`src/rtl/adcp_pkg.sv`:
```
package adcp_pkg;
  typedef enum logic [1:0] {
    SEL_CTRL  = 2'b00,
    SEL_RANGE = 2'b01,
    SEL_SEQ   = 2'b10,
    SEL_NONE  = 2'b11
  } reg_sel_e;
endpackage

```
`src/rtl/adcp_sync.sv`:
```
module adcp_sync #(
  parameter int unsigned W = 1,
  parameter logic [W-1:0] RST_VAL = '0
) (
  input  logic         clk_i,
  input  logic         rst_ni,
  input  logic [W-1:0] d_i,
  output logic [W-1:0] q_o
);
  logic [W-1:0] s1_q, s2_q;
  always_ff @(posedge clk_i or negedge rst_ni) begin
    if (!rst_ni) begin
      s1_q <= RST_VAL;
      s2_q <= RST_VAL;
    end else begin
      s1_q <= d_i;
      s2_q <= s1_q;
    end
  end
  assign q_o = s2_q;
endmodule

```
`src/rtl/adcp_frame.sv`:
```
module adcp_frame
  import adcp_pkg::*;
#(
  parameter int unsigned FRAME_LEN = 16,
  parameter int unsigned HDR_W     = 3,
  parameter int unsigned CTRL_W    = 12,
  parameter int unsigned SR_W      = 8,
  parameter int unsigned HOLD_RISE = 14,
  localparam int unsigned CNT_W    = $clog2(FRAME_LEN + 1)
) (
  input  logic              clk_i,
  input  logic              rst_ni,
  input  logic              cs_fall_i,
  input  logic              cs_rise_i,
  input  logic              sclk_fall_i,
  input  logic              sclk_rise_i,
  input  logic              din_i,
  output logic              active_o,
  output logic [CNT_W-1:0]  fall_cnt_o,
  output logic              hold_o,
  output logic [CTRL_W-1:0] ctrl_o,
  output logic [SR_W-1:0]   seq_o,
  output logic [SR_W-1:0]   range_o
);
  localparam int unsigned DSR_W     = HDR_W + CTRL_W;
  localparam int unsigned SR_FALL   = HDR_W + SR_W;
  localparam int unsigned CTRL_RISE = HDR_W + CTRL_W;

  logic              active_q, hold_q;
  logic [CNT_W-1:0]  fall_cnt_q, rise_cnt_q;
  logic [DSR_W-1:0]  din_sr_q;
  logic [DSR_W:0]    din_nv;
  logic [CTRL_W-1:0] ctrl_q;
  logic [SR_W-1:0]   seq_q, range_q;
  logic [HDR_W-1:0]  hdr_sr, hdr_ct;
  logic              sr_hit, ct_hit;

  assign din_nv = {din_sr_q, din_i};
  // header as seen at each commit point
  assign hdr_sr = din_nv[SR_FALL-1 -: HDR_W];
  assign hdr_ct = din_sr_q[DSR_W-1 -: HDR_W];
  assign sr_hit = active_q && sclk_fall_i && !cs_rise_i && (fall_cnt_q == CNT_W'(SR_FALL - 1));
  assign ct_hit = active_q && sclk_rise_i && !cs_rise_i && (rise_cnt_q == CNT_W'(CTRL_RISE - 1));

  always_ff @(posedge clk_i or negedge rst_ni) begin
    if (!rst_ni) begin
      active_q   <= 1'b0;
      hold_q     <= 1'b0;
      fall_cnt_q <= '0;
      rise_cnt_q <= '0;
      din_sr_q   <= '0;
    end else if (cs_fall_i) begin
      active_q   <= 1'b1;
      hold_q     <= 1'b1;
      fall_cnt_q <= '0;
      rise_cnt_q <= '0;
    end else if (cs_rise_i) begin
      active_q <= 1'b0;
      hold_q   <= 1'b0;
    end else if (active_q) begin
      if (sclk_fall_i) begin
        fall_cnt_q <= fall_cnt_q + 1'b1;
        din_sr_q   <= din_nv[DSR_W-1:0];
        if (fall_cnt_q == CNT_W'(FRAME_LEN - 1)) active_q <= 1'b0;
      end
      if (sclk_rise_i) begin
        rise_cnt_q <= rise_cnt_q + 1'b1;
        if (rise_cnt_q == CNT_W'(HOLD_RISE - 1)) hold_q <= 1'b0;
      end
    end
  end

  always_ff @(posedge clk_i or negedge rst_ni) begin
    if (!rst_ni) begin
      ctrl_q  <= '0;
      seq_q   <= '0;
      range_q <= '0;
    end else begin
      if (sr_hit && hdr_sr[HDR_W-1]) begin
        if (reg_sel_e'(hdr_sr[1:0]) == SEL_SEQ)   seq_q   <= din_nv[SR_W-1:0];
        if (reg_sel_e'(hdr_sr[1:0]) == SEL_RANGE) range_q <= din_nv[SR_W-1:0];
      end
      if (ct_hit && hdr_ct[HDR_W-1] && reg_sel_e'(hdr_ct[1:0]) == SEL_CTRL)
        ctrl_q <= din_sr_q[CTRL_W-1:0];
    end
  end

  assign active_o   = active_q;
  assign fall_cnt_o = fall_cnt_q;
  assign hold_o     = hold_q;
  assign ctrl_o     = ctrl_q;
  assign seq_o      = seq_q;
  assign range_o    = range_q;

  p_ctrl_edge_r5: assert property (@(posedge clk_i) disable iff (!rst_ni)
    !$stable(ctrl_q) |-> $past(sclk_rise_i && active_q && rise_cnt_q == CNT_W'(CTRL_RISE - 1)));
  p_seq_edge_r6: assert property (@(posedge clk_i) disable iff (!rst_ni)
    !$stable(seq_q) |-> $past(sclk_fall_i && active_q && fall_cnt_q == CNT_W'(SR_FALL - 1)));
  p_range_edge_r6: assert property (@(posedge clk_i) disable iff (!rst_ni)
    !$stable(range_q) |-> $past(sclk_fall_i && active_q && fall_cnt_q == CNT_W'(SR_FALL - 1)));
  p_hold_set_r9: assert property (@(posedge clk_i) disable iff (!rst_ni)
    cs_fall_i |=> hold_q);
  p_hold_abort_r9: assert property (@(posedge clk_i) disable iff (!rst_ni)
    (cs_rise_i && !cs_fall_i) |=> !hold_q);
endmodule

```
`src/rtl/adcp_shifter.sv`:
```
module adcp_shifter #(
  parameter int unsigned FRAME_LEN = 16,
  parameter int unsigned CH_W      = 2,
  parameter int unsigned RES_W     = 12,
  localparam int unsigned CNT_W    = $clog2(FRAME_LEN + 1),
  localparam int unsigned WORD_W   = 2 + CH_W + RES_W
) (
  input  logic             clk_i,
  input  logic             rst_ni,
  input  logic             cs_fall_i,
  input  logic             cs_rise_i,
  input  logic             sclk_fall_i,
  input  logic             active_i,
  input  logic [CNT_W-1:0] fall_cnt_i,
  input  logic [CH_W-1:0]  chan_i,
  input  logic             sign_i,
  input  logic [RES_W-1:0] result_i,
  output logic             dout_o,
  output logic             dout_oe_o
);
  logic [WORD_W-1:0] word_q;
  logic              oe_q;

  always_ff @(posedge clk_i or negedge rst_ni) begin
    if (!rst_ni) begin
      word_q <= '0;
      oe_q   <= 1'b0;
    end else if (cs_fall_i) begin
      word_q <= {1'b0, chan_i, sign_i, result_i};
      oe_q   <= 1'b1;
    end else if (cs_rise_i) begin
      oe_q <= 1'b0;
    end else if (sclk_fall_i && active_i) begin
      word_q <= {word_q[WORD_W-2:0], 1'b0};
      if (fall_cnt_i == CNT_W'(FRAME_LEN - 1)) oe_q <= 1'b0;
    end
  end

  assign dout_o    = oe_q & word_q[WORD_W-1];
  assign dout_oe_o = oe_q;

  p_oe_on_r2: assert property (@(posedge clk_i) disable iff (!rst_ni)
    cs_fall_i |=> (dout_oe_o && !dout_o));
  p_abort_oe_r8: assert property (@(posedge clk_i) disable iff (!rst_ni)
    (cs_rise_i && !cs_fall_i) |=> !dout_oe_o);
  p_oe_idle_r4: assert property (@(posedge clk_i) disable iff (!rst_ni)
    (!active_i && !cs_fall_i) |=> !dout_oe_o);
endmodule

```
`src/rtl/adc_port_slave.sv`:
```
module adc_port_slave #(
  parameter int unsigned FRAME_LEN = 16,
  parameter int unsigned HDR_W     = 3,
  parameter int unsigned CTRL_W    = 12,
  parameter int unsigned SR_W      = 8,
  parameter int unsigned CH_W      = 2,
  parameter int unsigned RES_W     = 12,
  parameter int unsigned HOLD_RISE = 14
) (
  input  logic              clk_i,
  input  logic              rst_ni,
  input  logic              cs_ni,
  input  logic              sclk_i,
  input  logic              din_i,
  input  logic [CH_W-1:0]   chan_i,
  input  logic              sign_i,
  input  logic [RES_W-1:0]  result_i,
  output logic              dout_o,
  output logic              dout_oe_o,
  output logic              hold_o,
  output logic [CTRL_W-1:0] ctrl_o,
  output logic [SR_W-1:0]   seq_o,
  output logic [SR_W-1:0]   range_o
);
  localparam int unsigned CNT_W = $clog2(FRAME_LEN + 1);

  logic [2:0]       pins_s;
  logic             cs_d_q, sclk_d_q;
  logic             cs_fall, cs_rise, sclk_fall, sclk_rise;
  logic             active;
  logic [CNT_W-1:0] fall_cnt;

  adcp_sync #(.W(3), .RST_VAL(3'b110)) u_sync (
    .clk_i (clk_i),
    .rst_ni(rst_ni),
    .d_i   ({cs_ni, sclk_i, din_i}),
    .q_o   (pins_s)
  );

  always_ff @(posedge clk_i or negedge rst_ni) begin
    if (!rst_ni) begin
      cs_d_q   <= 1'b1;
      sclk_d_q <= 1'b1;
    end else begin
      cs_d_q   <= pins_s[2];
      sclk_d_q <= pins_s[1];
    end
  end

  assign cs_fall   = cs_d_q & ~pins_s[2];
  assign cs_rise   = ~cs_d_q & pins_s[2];
  assign sclk_fall = sclk_d_q & ~pins_s[1] & ~pins_s[2];
  assign sclk_rise = ~sclk_d_q & pins_s[1] & ~pins_s[2];

  adcp_frame #(
    .FRAME_LEN(FRAME_LEN), .HDR_W(HDR_W), .CTRL_W(CTRL_W),
    .SR_W(SR_W), .HOLD_RISE(HOLD_RISE)
  ) u_frame (
    .clk_i      (clk_i),
    .rst_ni     (rst_ni),
    .cs_fall_i  (cs_fall),
    .cs_rise_i  (cs_rise),
    .sclk_fall_i(sclk_fall),
    .sclk_rise_i(sclk_rise),
    .din_i      (pins_s[0]),
    .active_o   (active),
    .fall_cnt_o (fall_cnt),
    .hold_o     (hold_o),
    .ctrl_o     (ctrl_o),
    .seq_o      (seq_o),
    .range_o    (range_o)
  );

  adcp_shifter #(
    .FRAME_LEN(FRAME_LEN), .CH_W(CH_W), .RES_W(RES_W)
  ) u_shift (
    .clk_i      (clk_i),
    .rst_ni     (rst_ni),
    .cs_fall_i  (cs_fall),
    .cs_rise_i  (cs_rise),
    .sclk_fall_i(sclk_fall),
    .active_i   (active),
    .fall_cnt_i (fall_cnt),
    .chan_i     (chan_i),
    .sign_i     (sign_i),
    .result_i   (result_i),
    .dout_o     (dout_o),
    .dout_oe_o  (dout_oe_o)
  );
endmodule

```
`config.mk`:
```
export PLATFORM = sky130hd
export DESIGN_NAME = adc_port_slave
export DESIGN_NICKNAME = d
export VERILOG_FILES = /design/src/rtl/adcp_pkg.sv /design/src/rtl/adcp_sync.sv /design/src/rtl/adcp_frame.sv /design/src/rtl/adcp_shifter.sv /design/src/rtl/adc_port_slave.sv
export SDC_FILE = /design/constraint.sdc
export NUM_CORES = 1
export LEC_CHECK = 0
export CORE_MARGIN = 2
export CORE_UTILIZATION = 31
export CTS_CLUSTER_SIZE = 16
export DETAILED_ROUTE_END_ITERATION = 10
export GPL_TIMING_DRIVEN = 1
export HOLD_SLACK_MARGIN = 0.05
export PLACE_DENSITY_LB_ADDON = 0.25
export SLEW_MARGIN = 20
export SYNTH_ARGS = -nofsm -noshare
export SYNTH_HDL_FRONTEND = slang
export SYNTH_HIERARCHICAL = 1
export SYNTH_SLANG_ARGS = --single-unit
```
`constraint.sdc`:
```
create_clock -name clk_i -period 4.55 [get_ports clk_i]
set_input_delay 0.91 -clock clk_i [delete_from_list [all_inputs] [get_ports clk_i]]
set_output_delay 0.91 -clock clk_i [all_outputs]
set_load 0.005 [all_outputs]
```
==> impl_metrics.tcl <==
set metrics [dict create \
    cts-hold-fix-buffers 0 \
    setup_viol 0 \
    crit_type "register to register" \
    rows 38 \
    crit_chain "nor3b_1, nand3b_1, nor2_1, buf_4, mux2_2" \
    holdPathEnd "u_sync/q_o[0]$_DFF_PN0_" \
    post_cts_resize_count 0 \
    initial_core_util 0.3175 \
    rsz0062_at_grt "no" \
    totalNegativeSetupSlack_ns 0 \
    timing.max_cap.violations 0 \
    gp_congestion 0.7285 \
    num_vias 2162 \
    synth_top_cell_area_share 0.5403 \
    clock-sinks 80 \
    drt_iter0_markers 152 \
    rrSetupSlack_ns 1.55 \
    drc 0 \
    diodes 0 \
    grt_max_degree 81 \
    fp.dieW_um 109.1 \
    yosysTopAreaCell "dfrtp_1" \
    cp_num_buf_inv 1 \
    fin_crit_sh 0.6584 \
    layout_min_cycle_time_ns 2.996 \
    clk_latency_ns 0.35 \
    route.antenna.remaining_nets 0 \
    grt_pass1_wl_um 10950 \
    synth_ff_type "dfrtp_1" \
    reg2reg_to "u_frame/din_sr_q[12]$_DFFE_PN0P_" \
    dieArea_mm2 0.01191 \
    ys_top_cells_by_count "dfrtp_1 (74), mux2_2 (43), nand2_1 (22), a21oi_2 (18)" \
    synthDistinctLibCells 40 \
    static-leakage-power_nw 1.869 \
    die_h_um 109.1 \
    fin_worst_hold_slack_ns 0.3557 \
    synth_edf_count 0 \
    cts_setup_buffers 0 \
    status "finished clean" \
    whs_path_depth 0 \
    ys_seq_area_frac 0.5863 \
    area_delta_synth_final_pct 23.59 \
    worstPathRequired_ns 4.79 \
    dp_hpwl_um 4216 \
    first_global_vias 2183 \
    yosysMostFrequentCell "dfrtp_1" \
    arrival_ns 3.24 \
    clock_skew_ns 0.01083 \
    ctsLongestPathBuffers 2 \
    core_mm2 0.01079 \
    tritoncts "yes" \
    ios 51 \
    avgSynthCellArea_um2 13.03 \
    hold_path_class "register to register" \
    ys_ff_latch 80 \
    async_flop_share 1.000 \
    endpoint_kind "register" \
    finalHoldViolCount 0 \
    drive_gt1_frac 0.2857 \
    reg2regPathDepth 5 \
    grt_usage 0.1206 \
    cp_max_fo 9 \
    syn-instance-count 263 \
    yosys-top-cells-area "dfrtp_1 (54%), mux2_2 (14%), dfstp_2 (4.6%)" \
    ctsRootBufferMaster "clkbuf_8" \
    max_freq_mhz 333.8 \
    cts_made_buffers 9 \
    yosysWarnings 6 \
    numPortBuffers 50 \
    firstDrtPassIters 4 \
    critPathMaxStageDelay_ns 0.80 \
    worst_slew_margin_rel 0.3329 \
    worst_pin_slew_ns 0.9984 \
    routed_wl_um 6633 \
    slew_violations 0 \
    wl_per_cell_um 14.36 \
    p_per_area_mw_per_mm2 330.6 \
    nets 343 \
    antenna_found_initial 0 \
    hold_path.startpoint "u_sync/s1_q[0]$_DFF_PN0_" \
    synthesis.area_mm2 0.003427 \
    htreeDepth 3 \
    crit_path_start_kind "register" \
    path_clk_slew_ns 0.08 \
    cp_top_family "simple AND/OR/NAND/NOR gates" \
    grt_overflow 0 \
    drt-vias-per-instance 4.680 \
    syn_nets 289 \
    ir_drop_mv 0.1572 \
    timing.rr.start "sclk_d_q$_DFF_PN1_" \
    slowest_stage "nor3b_1" \
]
placed cells by master, fill, tap and decap left out, types with 2 or more instances in the layout:
| cell type | count |
|---|---|
| dfrtp_1 | 74 |
| clkdlybuf4s50_1 | 49 |
| mux2_2 | 43 |
| nand2_1 | 22 |
| a21oi_2 | 18 |
| a21oi_1 | 17 |
| nor2b_1 | 16 |
| clkbuf_8 | 10 |
| dfstp_2 | 6 |
| inv_1 | 6 |
| ha_1 | 6 |
| nor2_1 | 5 |
| nand3_1 | 4 |
| o21ai_0 | 4 |
| clkinv_2 | 3 |
| nand3b_1 | 3 |
| or3_1 | 3 |
| nor3b_1 | 2 |
| inv_6 | 2 |
| buf_4 | 2 |
| a311oi_1 | 2 |
| nand4b_1 | 2 |
| nand4_1 | 2 |
| xor2_1 | 2 |
| xnor2_1 | 2 |
worst max-delay path by stage:
stage,start,to,slack [ns],cells past startpoint
2_1_floorplan,sclk_d_q$_DFF_PN1_,u_frame/din_sr_q[10]$_DFFE_PN0P_,2.13,5
3_3_place_gp,sclk_d_q$_DFF_PN1_,u_frame/din_sr_q[7]$_DFFE_PN0P_,1.72,5
3_5_place_dp,sclk_d_q$_DFF_PN1_,u_frame/din_sr_q[12]$_DFFE_PN0P_,1.57,5
4_1_cts,sclk_d_q$_DFF_PN1_,u_frame/din_sr_q[12]$_DFFE_PN0P_,1.57,5
5_1_grt,sclk_d_q$_DFF_PN1_,u_frame/din_sr_q[12]$_DFFE_PN0P_,1.32,5
6_report,sclk_d_q$_DFF_PN1_,u_frame/din_sr_q[12]$_DFFE_PN0P_,1.55,5
layout make-up:
class | count | area, um^2
fill | 1044 | 6558
sequential | 80 | 2009
multi-input combinational | 168 | 1333
timing repair buffer | 52 | 516.7
tap | 140 | 175.2
clock buffer | 10 | 137.6
clock inverter | 6 | 41.29
inverter | 6 | 22.52
flip-flops by register name, summed over array words and instances, names as in the netlist:
name,flops
u_shift/word_q,16
u_frame/din_sr_q,15
u_frame/ctrl_o,12
u_frame/range_o,8
u_frame/seq_o,8
u_frame/fall_cnt_o,5
u_frame/rise_cnt_q,5
u_sync/q_o,3
u_sync/s1_q,3
cs_d_q,1
sclk_d_q,1
u_frame/active_o,1
u_frame/hold_o,1
u_shift/dout_oe_o,1
metal layers:
| layer | vias up | part of all wire | global-route usage | routed length [um] |
|---|---|---|---|---|
| met5 | - | 0 | 0 | 0 |
| met4 | 0 | 0.013 | 0.04121 | 87 |
| met3 | 11 | 0.065 | 0.05499 | 434 |
| met2 | 40 | 0.45 | 0.1761 | 2999 |
| met1 | 1081 | 0.47 | 0.1577 | 3113 |
| li1 | 1030 | - | - | - |
power breakdown:
group | internal [mW] | leakage [nW] | switching (mW)
Combinational | 0.0622 | 0.736 | 0.0619
Sequential | 0.756 | 1.04 | 0.0399
Clock | 0.215 | 0.0968 | 0.266
Total | 1.03 | 1.87 | 0.367
stage by stage:
stage | setup slack [ns] | util | power, mW | std cells | cell area (um^2)
after floorplan | 2.127 | - | 0.8761 | 263 | 3427
after global placement | 1.717 | 0.3755 | 0.9315 | 446 | 4053
after detailed placement | 1.569 | 0.3755 | 0.9354 | 446 | 4053
after CTS | 1.573 | 0.3921 | 1.430 | 462 | 4232
after global routing | 1.317 | 0.3924 | 1.483 | 462 | 4235
final | 1.554 | 0.3924 | 1.400 | 462 | 4235
logic make-up after synthesis:
| kind of cell | after synthesis | share of synthesized area |
|---|---|---|
| buf+inv | 15 | 0.02556 |
| compound gates | 44 | 0.08872 |
| xor+xnor | 4 | 0.01022 |
| mux | 43 | 0.1413 |
| fa+ha+maj | 6 | 0.02191 |
| simple gates | 71 | 0.1260 |
| flops | 80 | 0.5863 |
Note: power is estimated with default switching activity, not from simulation.
